**src/rtl/pu_load_pkg.sv**
```systemverilog
package pu_load_pkg;
  typedef enum logic [1:0] {
    SZ_BYTE  = 2'd0,
    SZ_HALF  = 2'd1,
    SZ_WORD  = 2'd2,
    SZ_DWORD = 2'd3
  } acc_size_e;

  typedef enum logic [1:0] {
    ST_IDLE = 2'd0,
    ST_REQ  = 2'd1,
    ST_WAIT = 2'd2,
    ST_WB   = 2'd3
  } unit_state_e;
endpackage

```
**src/rtl/pu_load_form_check.sv**
```systemverilog
module pu_load_form_check #(
  parameter int RNUM_W = 5
) (
  input  logic [RNUM_W-1:0] rt_num,
  input  logic [RNUM_W-1:0] ra_num,
  output logic              invalid
);
  always_comb begin
    invalid = (ra_num == '0) || (ra_num == rt_num);
  end
endmodule

```
**src/rtl/pu_load_base_update.sv**
```systemverilog
module pu_load_base_update #(
  parameter int XLEN   = 64,
  parameter int DISP_W = 16
) (
  input  logic [XLEN-1:0]   base_val,
  input  logic [XLEN-1:0]   index_val,
  input  logic [DISP_W-1:0] disp,
  input  logic              indexed,
  input  logic              is_dword,
  output logic [XLEN-1:0]   new_base
);
  localparam int EXT_W = XLEN - DISP_W;

  logic [XLEN-1:0] offset;

  always_comb begin
    if (indexed) begin
      offset = index_val;
    end else if (is_dword) begin
      // word-scaled field: low two displacement bits forced to zero
      offset = {{EXT_W{disp[DISP_W-1]}}, disp[DISP_W-1:2], 2'b00};
    end else begin
      offset = {{EXT_W{disp[DISP_W-1]}}, disp};
    end
    new_base = base_val + offset;
  end
endmodule

```
**src/rtl/pu_load_lane_extract.sv**
```systemverilog
module pu_load_lane_extract
  import pu_load_pkg::*;
#(
  parameter int XLEN = 64
) (
  input  logic [XLEN-1:0]           rsp_data,
  input  logic [$clog2(XLEN/8)-1:0] lane,
  input  acc_size_e                 size,
  input  logic                      sign_ext,
  output logic [XLEN-1:0]           value
);
  localparam int BYTES  = XLEN / 8;
  localparam int LANE_W = $clog2(BYTES);

  logic [LANE_W-1:0] lane_al;
  logic [XLEN-1:0]   shifted;

  always_comb begin
    unique case (size)
      SZ_BYTE: lane_al = lane;
      SZ_HALF: lane_al = lane & ~LANE_W'(1);
      SZ_WORD: lane_al = lane & ~LANE_W'(3);
      default: lane_al = '0;
    endcase
    // move the addressed lane group to the top of the word
    shifted = rsp_data << {lane_al, 3'b000};
    unique case (size)
      SZ_BYTE: value = {{(XLEN-8){1'b0}}, shifted[XLEN-1 -: 8]};
      SZ_HALF: value = {{(XLEN-16){sign_ext & shifted[XLEN-1]}}, shifted[XLEN-1 -: 16]};
      SZ_WORD: value = {{(XLEN-32){sign_ext & shifted[XLEN-1]}}, shifted[XLEN-1 -: 32]};
      default: value = rsp_data;
    endcase
  end
endmodule

```
**src/rtl/pu_load_unit.sv**
```systemverilog
module pu_load_unit
  import pu_load_pkg::*;
#(
  parameter int XLEN   = 64,
  parameter int RNUM_W = 5,
  parameter int DISP_W = 16
) (
  input  logic              clk,
  input  logic              rst_n,
  input  logic              op_valid,
  output logic              op_ready,
  input  logic [1:0]        op_size,
  input  logic              op_signed,
  input  logic              op_indexed,
  input  logic [XLEN-1:0]   base_val,
  input  logic [XLEN-1:0]   index_val,
  input  logic [DISP_W-1:0] disp,
  input  logic [RNUM_W-1:0] rt_num,
  input  logic [RNUM_W-1:0] ra_num,
  output logic              mem_req_valid,
  input  logic              mem_req_ready,
  output logic [XLEN-1:0]   mem_req_addr,
  input  logic              mem_rsp_valid,
  input  logic [XLEN-1:0]   mem_rsp_data,
  output logic              busy,
  output logic              rt_we,
  output logic [RNUM_W-1:0] rt_wnum,
  output logic [XLEN-1:0]   rt_wdata,
  output logic              ra_we,
  output logic [RNUM_W-1:0] ra_wnum,
  output logic [XLEN-1:0]   ra_wdata,
  output logic              form_invalid
);
  localparam int LANE_W = $clog2(XLEN/8);

  unit_state_e       state_q, state_d;
  logic [XLEN-1:0]   addr_q, newbase_q, ldval_q;
  acc_size_e         size_q;
  logic              signed_q;
  logic [RNUM_W-1:0] rt_q, ra_q;
  logic              inval_q, inval_d;

  logic              bad_form;
  logic [XLEN-1:0]   new_base;
  logic [XLEN-1:0]   ld_value;
  logic              take_op, capture_en, rsp_en;

  pu_load_form_check #(.RNUM_W(RNUM_W)) form_i (
    .rt_num  (rt_num),
    .ra_num  (ra_num),
    .invalid (bad_form)
  );

  pu_load_base_update #(.XLEN(XLEN), .DISP_W(DISP_W)) upd_i (
    .base_val  (base_val),
    .index_val (index_val),
    .disp      (disp),
    .indexed   (op_indexed),
    .is_dword  (op_size == 2'd3),
    .new_base  (new_base)
  );

  pu_load_lane_extract #(.XLEN(XLEN)) ext_i (
    .rsp_data (mem_rsp_data),
    .lane     (addr_q[LANE_W-1:0]),
    .size     (size_q),
    .sign_ext (signed_q),
    .value    (ld_value)
  );

  // next-state logic
  always_comb begin
    take_op    = (state_q == ST_IDLE) && op_valid;
    capture_en = take_op && !bad_form;
    rsp_en     = (state_q == ST_WAIT) && mem_rsp_valid;
    inval_d    = take_op && bad_form;
    state_d    = state_q;
    unique case (state_q)
      ST_IDLE: if (capture_en)    state_d = ST_REQ;
      ST_REQ:  if (mem_req_ready) state_d = ST_WAIT;
      ST_WAIT: if (mem_rsp_valid) state_d = ST_WB;
      default:                    state_d = ST_IDLE;
    endcase
  end

  // registers
  always_ff @(posedge clk or negedge rst_n) begin
    if (!rst_n) begin
      state_q <= ST_IDLE;
      inval_q <= 1'b0;
    end else begin
      state_q <= state_d;
      inval_q <= inval_d;
    end
  end

  always_ff @(posedge clk or negedge rst_n) begin
    if (!rst_n) begin
      addr_q    <= '0;
      newbase_q <= '0;
      size_q    <= SZ_BYTE;
      signed_q  <= 1'b0;
      rt_q      <= '0;
      ra_q      <= '0;
    end else if (capture_en) begin
      addr_q    <= base_val;
      newbase_q <= new_base;
      size_q    <= acc_size_e'(op_size);
      signed_q  <= op_signed;
      rt_q      <= rt_num;
      ra_q      <= ra_num;
    end
  end

  always_ff @(posedge clk or negedge rst_n) begin
    if (!rst_n) begin
      ldval_q <= '0;
    end else if (rsp_en) begin
      ldval_q <= ld_value;
    end
  end

  // outputs
  always_comb begin
    op_ready      = (state_q == ST_IDLE);
    busy          = (state_q != ST_IDLE);
    mem_req_valid = (state_q == ST_REQ);
    mem_req_addr  = addr_q;
    rt_we         = (state_q == ST_WB);
    ra_we         = (state_q == ST_WB);
    rt_wnum       = rt_q;
    ra_wnum       = ra_q;
    rt_wdata      = ldval_q;
    ra_wdata      = newbase_q;
    form_invalid  = inval_q;
  end
endmodule

```
**config.mk**
```make
export PLATFORM = sky130hd
export DESIGN_NAME = pu_load_unit
export DESIGN_NICKNAME = d
export VERILOG_FILES = /design/src/rtl/pu_load_pkg.sv /design/src/rtl/pu_load_form_check.sv /design/src/rtl/pu_load_base_update.sv /design/src/rtl/pu_load_lane_extract.sv /design/src/rtl/pu_load_unit.sv
export SDC_FILE = /design/constraint.sdc
export NUM_CORES = 1
export LEC_CHECK = 0
export ABC_AREA = 1
export BUFFER_PORTS_ARGS = -buffer_cell sky130_fd_sc_hd__buf_2
export CAP_MARGIN = 20
export CORE_AREA = 2 2 225 227
export DETAILED_ROUTE_END_ITERATION = 16
export DIE_AREA = 0 0 227 229
export MAX_ROUTING_LAYER = met4
export SYNTH_ARGS = -nofsm -noshare
export SYNTH_HDL_FRONTEND = slang
export SYNTH_SLANG_ARGS = --single-unit
export TNS_END_PERCENT = 20
```
**constraint.sdc**
```tcl
create_clock -name clk -period 4.2 [get_ports clk]
set_input_delay 0.21 -clock clk [delete_from_list [all_inputs] [get_ports clk]]
set_output_delay 0.21 -clock clk [all_outputs]
set_load 0.01 [all_outputs]
```
* After elaboration in Yosys (flattened, before gate mapping) *
Index checks and enable logic that the tools add are counted.
W data, S select, Z words.

storage, ports and cells
  output and inout port bits = 208
  word-level logic and storage cells = 41
  flip-flop bits (word level) = 208
  bits of input ports = 227

cells by class
  shifts and indexed selects = 1
  $add $sub $neg = 1
  bitwise gates (word level) = 1
  mux-type cells = 8
  reduce and logical (&&, ||, !) cells = 11
  equal/unequal tests = 10

operators with widths
  cell                  count
  $pmux W64 S3          1
  $add A64 B64 Y64      1
  $mux W64              1
  $shl A64 B6 Y64       1
  $pmux W3 S3           1
  $eq A2 B2 Y1 const B  4
  $mux W2               4
  $pmux W2 S3           1
  $eq A5 B5 Y1          1
  $logic_not A5 Y1      1
  $eq A2 B1 Y1 const B  2
  $logic_and A1 B1 Y1   4
  $logic_not A2 Y1      2
  $ne A2 B1 Y1 const B  2
  $reduce_and A3 Y1     1
  $ne A2 B2 Y1 const B  1
  $reduce_bool A2 Y1    1
  $and A1 B1 Y1         1
  $logic_not A1 Y1      1
  $logic_or A1 B1 Y1    1

* Longest topological paths before layout *
Gate-level depths: netlist of run 1.

  depth after elaboration = 6
  depth in mapped cells = 21
  gate-level depth less buffers = 19

* Modules after synthesis *
A second synthesis of run 1 with hierarchy kept.

second synthesis, totals
  cell total of the unflattened synthesis = 2973
  area total of the unflattened synthesis = 18358.9 sq um

by module, submodules not included
  module                cells each  area each (sq um)  instances
  pu_load_unit          904         8931.1             1
  pu_load_base_update   1450        6592.6             1
  pu_load_lane_extract  592         2725.1             1
  pu_load_form_check    27          110.1              1

* Worst setup path after synthesis of run 1 *
Ideal clock, no wire load.

  kind = input port to flip-flop
  from = in op_indexed
  to = reg newbase_q[62] (netlist: ra_wdata[62])
  path buffers = 3
  stages = 18
  setup time = 0.118 ns
  arrival = 2.522 ns
  setup slack = 1.560 ns
  cell sequence = buf_2 > clkinv_1 > nand2_1 > clkbuf_1 > buf_1 > nand2_1 > ha_1 > nand2_1 > inv_1 > nand2_1 > nor2_1 > nand2_1 > nor4_1 > nand2_1 > nand2_1 > nand2_1 > nand3_1 > nand2_1

between the ends
  longest elaborated chain between the ends = 2

ends and longest elaborated chain
  element                 line                       RTL
  start: declaration      pu_load_unit.sv:14         input logic op_indexed,
  $mux W64                pu_load_base_update.sv:17  if (indexed) begin
  $add A64 B64 Y64        pu_load_base_update.sv:25  new_base = base_val + offset;
  end signal: assignment  pu_load_unit.sv:107        newbase_q <= new_base;
  end: declaration        pu_load_unit.sv:37         logic [XLEN-1:0] addr_q, newbase_q, ldval_q;

No other way between the ends.
A chain may end at the register's enable or synchronous reset.

* Final worst setup path of run 1 *
  from = in op_size[1]
  to = reg newbase_q[56] (netlist: ra_wdata[56])

between the ends
  longest elaborated chain between the ends = 4

ends and longest elaborated chain
  element             line                       RTL
  start: declaration  pu_load_unit.sv:12         input logic [1:0] op_size,
  $eq A2 B2 Y1        pu_load_unit.sv:59         .is_dword (op_size == 2'd3),
  $mux W2             pu_load_base_update.sv:19  end else if (is_dword) begin
  $mux W64            pu_load_base_update.sv:17
  $add A64 B64 Y64    pu_load_base_update.sv:25

No other way between the ends.

==> results of run 1 <==
==> final cells by class <==
| cell class | instances | share of cell area (%) |
|---|---|---|
| Antenna cell | 4 | 0.0466 |
| Clock buffer | 36 | 3.49 |
| Clock inverter | 11 | 0.867 |
| Inverter | 406 | 7.10 |
| Multi-Input combinational cell | 2029 | 44.2 |
| Sequential cell | 208 | 24.2 |
| Tap cell | 672 | 3.91 |
| Timing Repair Buffer | 565 | 16.2 |
==> layer usage <==
layer  up-vias  GRT usage [%]
li1       9472              -
met1      8392           30.8
met2       559           43.5
met3       123           3.59
met4         0           9.46
met5         -              -
==> where the power goes <==
part	total, mW	internal (mW)	switching, mW
logic	6.50	2.31	4.19
clock network	2.52	1.55	0.971
registers	3.58	2.97	0.607
==> tightest hold or removal path: stages <==
cell     delay [ns]
buf_2          0.09
inv_1          0.09
o21ai_0        0.16
==> cell usage after synthesis, types with 8 or more instances <==
library cell	number	share of area (%)
a21oi_1	75	2.2
xnor2_1	31	1.6
o211ai_1	46	2.1
dfrtp_1	208	31
nor2_1	187	4.2
ha_1	67	5.0
nand2_1	1257	28
nand3b_1	8	0.36
o21ai_0	78	2.3
nand4_1	9	0.34
buf_6	14	0.94
o21ai_1	34	1.0
nand3_1	151	4.5
a31oi_2	35	2.6
nor3_1	18	0.54
a31oi_1	9	0.34
inv_1	399	8.9
buf_2	27	0.81
clkbuf_1	45	1.0
buf_1	14	0.31
==> registers in the layout (all words and copies together), names as in the netlist <==
register,flops
mem_req_addr,64
ra_wdata,64
rt_wdata,64
ra_wnum,5
rt_wnum,5
size_q,2
state_q,2
form_invalid,1
signed_q,1
==> cell families (layout without fill, tap and decap cells) <==
group	after synthesis	count (layout)	synth area share (%)
simple gates	1640	1640	38.5
flops	208	208	31.1
buf+inv	508	1018	12.3
compound gates	287	287	11.2
other cells	0	4	0
fa+ha+maj	68	68	5.12
xor+xnor	34	34	1.78
==> final timing paths <==
| path | from | to | slack (ns) |
|---|---|---|---|
| max | op_size[1] | ra_wdata[56] | 1.40 |
| min | ra_num[1] | ra_wnum[1] | 0.04 |
| max reg2reg | size_q[0] | rt_wdata[7] | 1.41 |
| min reg2reg | mem_req_addr[54] | mem_req_addr[54] | 0.47 |
| max in group asynchronous | rst_n | rt_wdata[14] | 2.71 |
| min in group asynchronous | rst_n | rt_wdata[59] | 0.31 |
==> metrics by stage <==
| step | util, % | area (µm²) | setup slack [ns] |
|---|---|---|---|
| floorplan | - | 16700 | 1.56 |
| global placement | 39.2 | 19400 | 1.04 |
| detailed placement | 39.2 | 19400 | 1.00 |
| CTS | 43.3 | 21500 | 1.45 |
| global route | 43.3 | 21500 | 1.13 |
| finish | 43.3 | 21500 | 1.40 |
==> run_results.csv, run 1 <==
group,metric,value,unit
worst_setup_path,path_cells,"dlygate4sd3_1 -> buf_2 -> nand2_1 -> nand3_1 -> nand2_1 -> ha_1 -> inv_1 -> fa_1 -> nand3b_1 -> nand2_1 -> nand2_1 -> nand2_1 -> nand3_1 -> nand3_1 -> nand2_1 -> nand2_1 -> nand2_1 -> nand3_1 -> nand2_1",
global_route,grt_max_degree,176,
yosys,synth_flop_cell,"dfrtp_1",
yosys,syn_nets,3040,
worst_setup_path,cp.arrival,3.26,ns
yosys,synth_edf_count,0,
global_route,grt_overflow,0,
outcome,outcome,"completed",
route,viasPerCell,4.72,
route,drt_wl_total,65.6,mm
layout,nNetsFinal,3532,
layout,multi_input_area,9500,µm²
die,dieArea,52000,µm²
die,rows,82,
worst_setup_path,cp_data_required_time,4.66,ns
clock_tree,path_clk_slew,0.06,ns
clock_tree,clock-sinks,208,
route,wl_met1,27.6,mm
die,initial_core_util,33.7,%
pwr,finalPower,12.6,mW
sta,drv_slew,0,
global_route,antenna_found_initial,3,
layout,final_cell_mix,"nand2_1, buf_2, inv_1",
die,coreArea,49700,µm²
worst_setup_path,crit_slowest_cell,"dlygate4sd3_1",
placed_design,dp_hpwl,50.5,mm
clock_tree,root_buffer,"clkbuf_16",
pwr,leakage,12.5,nW
worst_hold_path,min-delay-path-class,"in -> reg",
layout,syn_to_final_growth,28.3,%
worst_hold_path,min_path_cells,3,
layout,final_cells,3931,
route,vias,18500,
worst_setup_path,critPathMostFrequentCell,"nand2_1",
sta,hold_viol,0,
pwr,p_per_area,586,nW/µm²
worst_setup_path,crit_family,"simple AND/OR/NAND/NOR gates",
clock_tree,tritoncts,"yes",
global_route,grt_pass1_vias,18100,
route,dr_wl_met2,31.6,mm
route,drcViolationCount,0,
sta,fin_crit_sh,66.7,%
route,ant_nets,0,
clock_tree,cts_resized,0,
sta,rsz0062_at_grt,"no",
sta,timing.hold.ws,0.0383,ns
yosys,ys_warn_count,0,
yosys,ys_async_sr_fraction,100,%
layout,drive_gt1_share,16.9,%
sta,fmax,357,MHz
clock_tree,htreeDepth,1,
sta,worst_slew_pin_slew,1.03,ns
global_route,grt_pass1_wl,101,mm
worst_setup_path,critical_path_class,"in -> reg",
clock_tree,clkLatencyLatePin,0.57,ns
yosys,seq_area_frac_synth,31.1,%
yosys,netlist-cell-type-count,38,
sta,slew_headroom,31.3,%
die,die_w,227,µm
yosys,ys_ff_latch,208,
layout,layout_commonest_cell,"nand2_1",
sta,finalSetupTns,0,ns
sta,layout_min_cycle_time,2.80,ns
die,io-pin-count,435,
clock_tree,cts_hold_buf,110,
worst_setup_path,reg2regPathDepth,9,
route,first_pass_iters,5,
route,dr_wl_met3,3.62,mm
worst_setup_path,cpPeakStageDelay,0.58,ns
route,wl_per_cell,16.7,µm
yosys,synth_cells,2745,
route,drtIter0Drc,1208,
layout,regArea,5200,µm²
die,die_h,229,µm
clock_tree,clockBufferDepth,3,
placed_design,dp.cells,3770,
worst_setup_path,worst-path-buf-inv,3,
yosys,avgSynthCellArea,6.10,µm²
worst_setup_path,end_kind,"register",
placed_design,io_buffers,434,
worst_setup_path,crit_fanout,4,
worst_setup_path,crit_cells,19,
yosys,synth_area,16700,µm²
route,top_layer,"met4",
sta,fin_skew,0.0156,ns
clock_tree,cts_setup_buffers,0,
pwr,ir_drop,325,µV
placed_design,finalWeightedCongestion,0.998,
run,max-cap-violations,0,
global_route,grt_usage,25.6,%
sta,finalSetupViolations,0,
layout,nFillCells,5418,
clock_tree,numCtsBuffers,27,
worst_setup_path,startpoint_type,"primary input",
Power figures use the tool's default switching activity.
==> run 2: changes to the inputs <==
==> constraint.sdc (replaced) <==
create_clock -name clk -period 2.5 [get_ports clk]
set_input_delay 0.125 -clock clk [delete_from_list [all_inputs] [get_ports clk]]
set_output_delay 0.125 -clock clk [all_outputs]
set_load 0.01 [all_outputs]
==> run 2 against run 1 <==
Via count rose by 3.6%. Count of clock-buffer cells in the layout increased by 2. Non-clock buffer count grew 199. Wire length rose by 3.9%. Global-route usage increased by 1.0 points. Sequential power up 67%. Clock power increased by 71%. Register-to-register slack worse by 1.1 ns. Clock skew up 0.0028 ns. Final cell count up 5.3%. Largest cell class unchanged. Highest routed layer unchanged.
==> run_results.csv, run 2 (same netlist as run 1, synthesis figures left out) <==
group,metric,value,unit
outcome,outcome,"completed",
pwr,swShare,45.5,%
die,die_w,227,µm
worst_hold_path,min-delay-path-class,"in -> async",
route,wl_per_cell,16.5,µm
layout,nFillCells,5271,
clock_tree,path_clk_slew,0.06,ns
pwr,p_seq_share,27.0,%
worst_setup_path,startpoint_type,"primary input",
global_route,use_met1,32.0,%
worst_setup_path,crit_fanout,3,
layout,final_cells,4138,
pwr,leakage,13.6,nW
route,drtIter0Drc,1247,
clock_tree,clockBufferDepth,3,
clock_tree,htreeDepth,1,
layout,fin_util,46.9,%
die,io-pin-count,435,
global_route,grt_pass1_wl,105,mm
global_route,grt.busiest_layer,"met2",
route,drt_wl_total,68.2,mm
global_route,met2_usage,44.6,%
worst_setup_path,critical_path_class,"in -> reg",
die,die_h,229,µm
layout,layout_commonest_cell,"nand2_1",
sta,fin_skew,0.0184,ns
placed_design,dp.cells,3949,
pwr,p_per_area,948,nW/µm²
sta,drv_slew,0,
route,viasPerCell,4.64,
layout,drive_gt1_share,21.3,%
clock_tree,clkLatencyLatePin,0.58,ns
clock_tree,clock-sinks,208,
sta,fin_crit_sh,96.2,%
sta,finalSetupViolations,0,
die,coreArea,49700,µm²
die,initial_core_util,33.7,%
worst_setup_path,cp.arrival,2.85,ns
clock_tree,cts_setup_buffers,0,
pwr,intPower,12.0,mW
die,rows,82,
clock_tree,root_buffer,"clkbuf_16",
die,dieArea,52000,µm²
layout,fin_area,23300,µm²
worst_setup_path,end_kind,"register",
sta,fmax,416,MHz
pwr,combinationalPowerShare,53.4,%
global_route,grt_overflow,0,
sta,worst_slew_pin_slew,0.622,ns
sta,slew_headroom,58.5,%
sta,hold_viol,0,
pwr,clkPwrFrac,19.6,%
global_route,grt_max_degree,105,
worst_setup_path,rrSetupSlack,0.29,ns
pwr,netSwitchingPower,10.0,mW
sta,rsz0062_at_grt,"no",
layout,syn_to_final_growth,39.0,%
clock_tree,tritoncts,"yes",
route,first_pass_iters,6,
run,max-cap-violations,0,
sta,finalSetupTns,0,ns
layout,final_cell_mix,"nand2_1, buf_2, inv_1",
global_route,antenna_found_initial,4,
placed_design,io_buffers,434,
sta,layout_min_cycle_time,2.40,ns
placed_design,dp_hpwl,53.1,mm
global_route,grt_pass1_vias,18900,
clock_tree,numCtsBuffers,28,
global_route,grt_usage,26.6,%
route,vias,19200,
placed_design,finalWeightedCongestion,0.978,
pwr,ir_drop,652,µV
layout,nNetsFinal,3732,
global_route,met3_usage,3.85,%
worst_setup_path,cp_data_required_time,2.95,ns
sta,timing.hold.ws,0.0275,ns
placed_design,place_area,21000,µm²
route,drcViolationCount,0,
route,ant_nets,0,
-- run 2: cell types whose count changed in the layout (fill, tap and decap cells not counted), moves of 2 or more --
cell | before | now
dlygate4sd3_1 | 110 | 130
bufinv_16 | 5 | 3
buf_12 | 3 | 18
buf_4 | 18 | 182
diode_2 | 4 | 7
clkbuf_16 | 27 | 29
-- run 2: what timing repair did --
item                                    4_1_cts  5_1_grt
hold buffers                                130        0
endpoints found under the setup margin        0        1
endpoints found under the hold margin       336        0
resized for setup                             0        1
-- run 2: layer usage --
metal,routed length (µm),vias up
li1,-,9847
met1,28600,8572
met2,32200,645
met3,4090,148
met4,3240,0
met5,0,-
-- run 2: cell type report --
| type | instances | area (µm²) | share of cell area [%] |
|---|---|---|---|
| multi-input combinational | 2029 | 9500 | 40.8 |
| timing repair buffer | 764 | 5210 | 22.4 |
| sequential | 208 | 5200 | 22.4 |
| inverter | 406 | 1530 | 6.56 |
| tap | 672 | 841 | 3.61 |
| clock buffer | 38 | 810 | 3.48 |
| clock inverter | 14 | 168 | 0.720 |
| antenna | 7 | 17.5 | 0.0753 |
-- run 2: power by group through the flow --
stage | Sequential [mW] | Combinational [mW] | Clock, mW
4_1_cts | 5.95 | 11.8 | 4.44
2_1_floorplan | 6.61 | 6.20 | 0
3_3_place_gp | 5.97 | 11.5 | 0
6_report | 5.97 | 11.8 | 4.32
3_5_place_dp | 5.95 | 11.6 | 0
5_1_grt | 6.16 | 13.1 | 4.57
-- run 2: path summary, 6_finish.rpt --
path,start,to,depth (start not counted)
max reg2reg,state_q[0],mem_req_addr[60],9
min reg2reg,rt_wdata[23],rt_wdata[23],2
max in group asynchronous,rst_n,ra_wdata[39],3
min in group clk,index_val[0],ra_wdata[0],6
max,base_val[0],ra_wdata[54],15
min,rst_n,rt_wdata[47],2
-- run 2: stage by stage --
step	total power, mW	setup slack, ns
finish	22.1	0.0956
global route	23.8	0.0113
CTS	22.2	0.130
detailed placement	17.5	-0.310
global placement	17.5	-0.266
floorplan	12.8	0.0364
-- run 2: critical path, cell delays in order --
cell           delay (ns)
dlygate4sd3_1        0.52
buf_2                0.17
ha_1                 0.19
inv_1                0.06
fa_1                 0.40
nor2_1               0.17
nand2_1              0.07
nand3_1              0.18
nand3_1              0.12
nand3_1              0.34
nand2_1              0.17
nand3_1              0.11
nand2_1              0.05
nand3_1              0.12
nand2_1              0.06
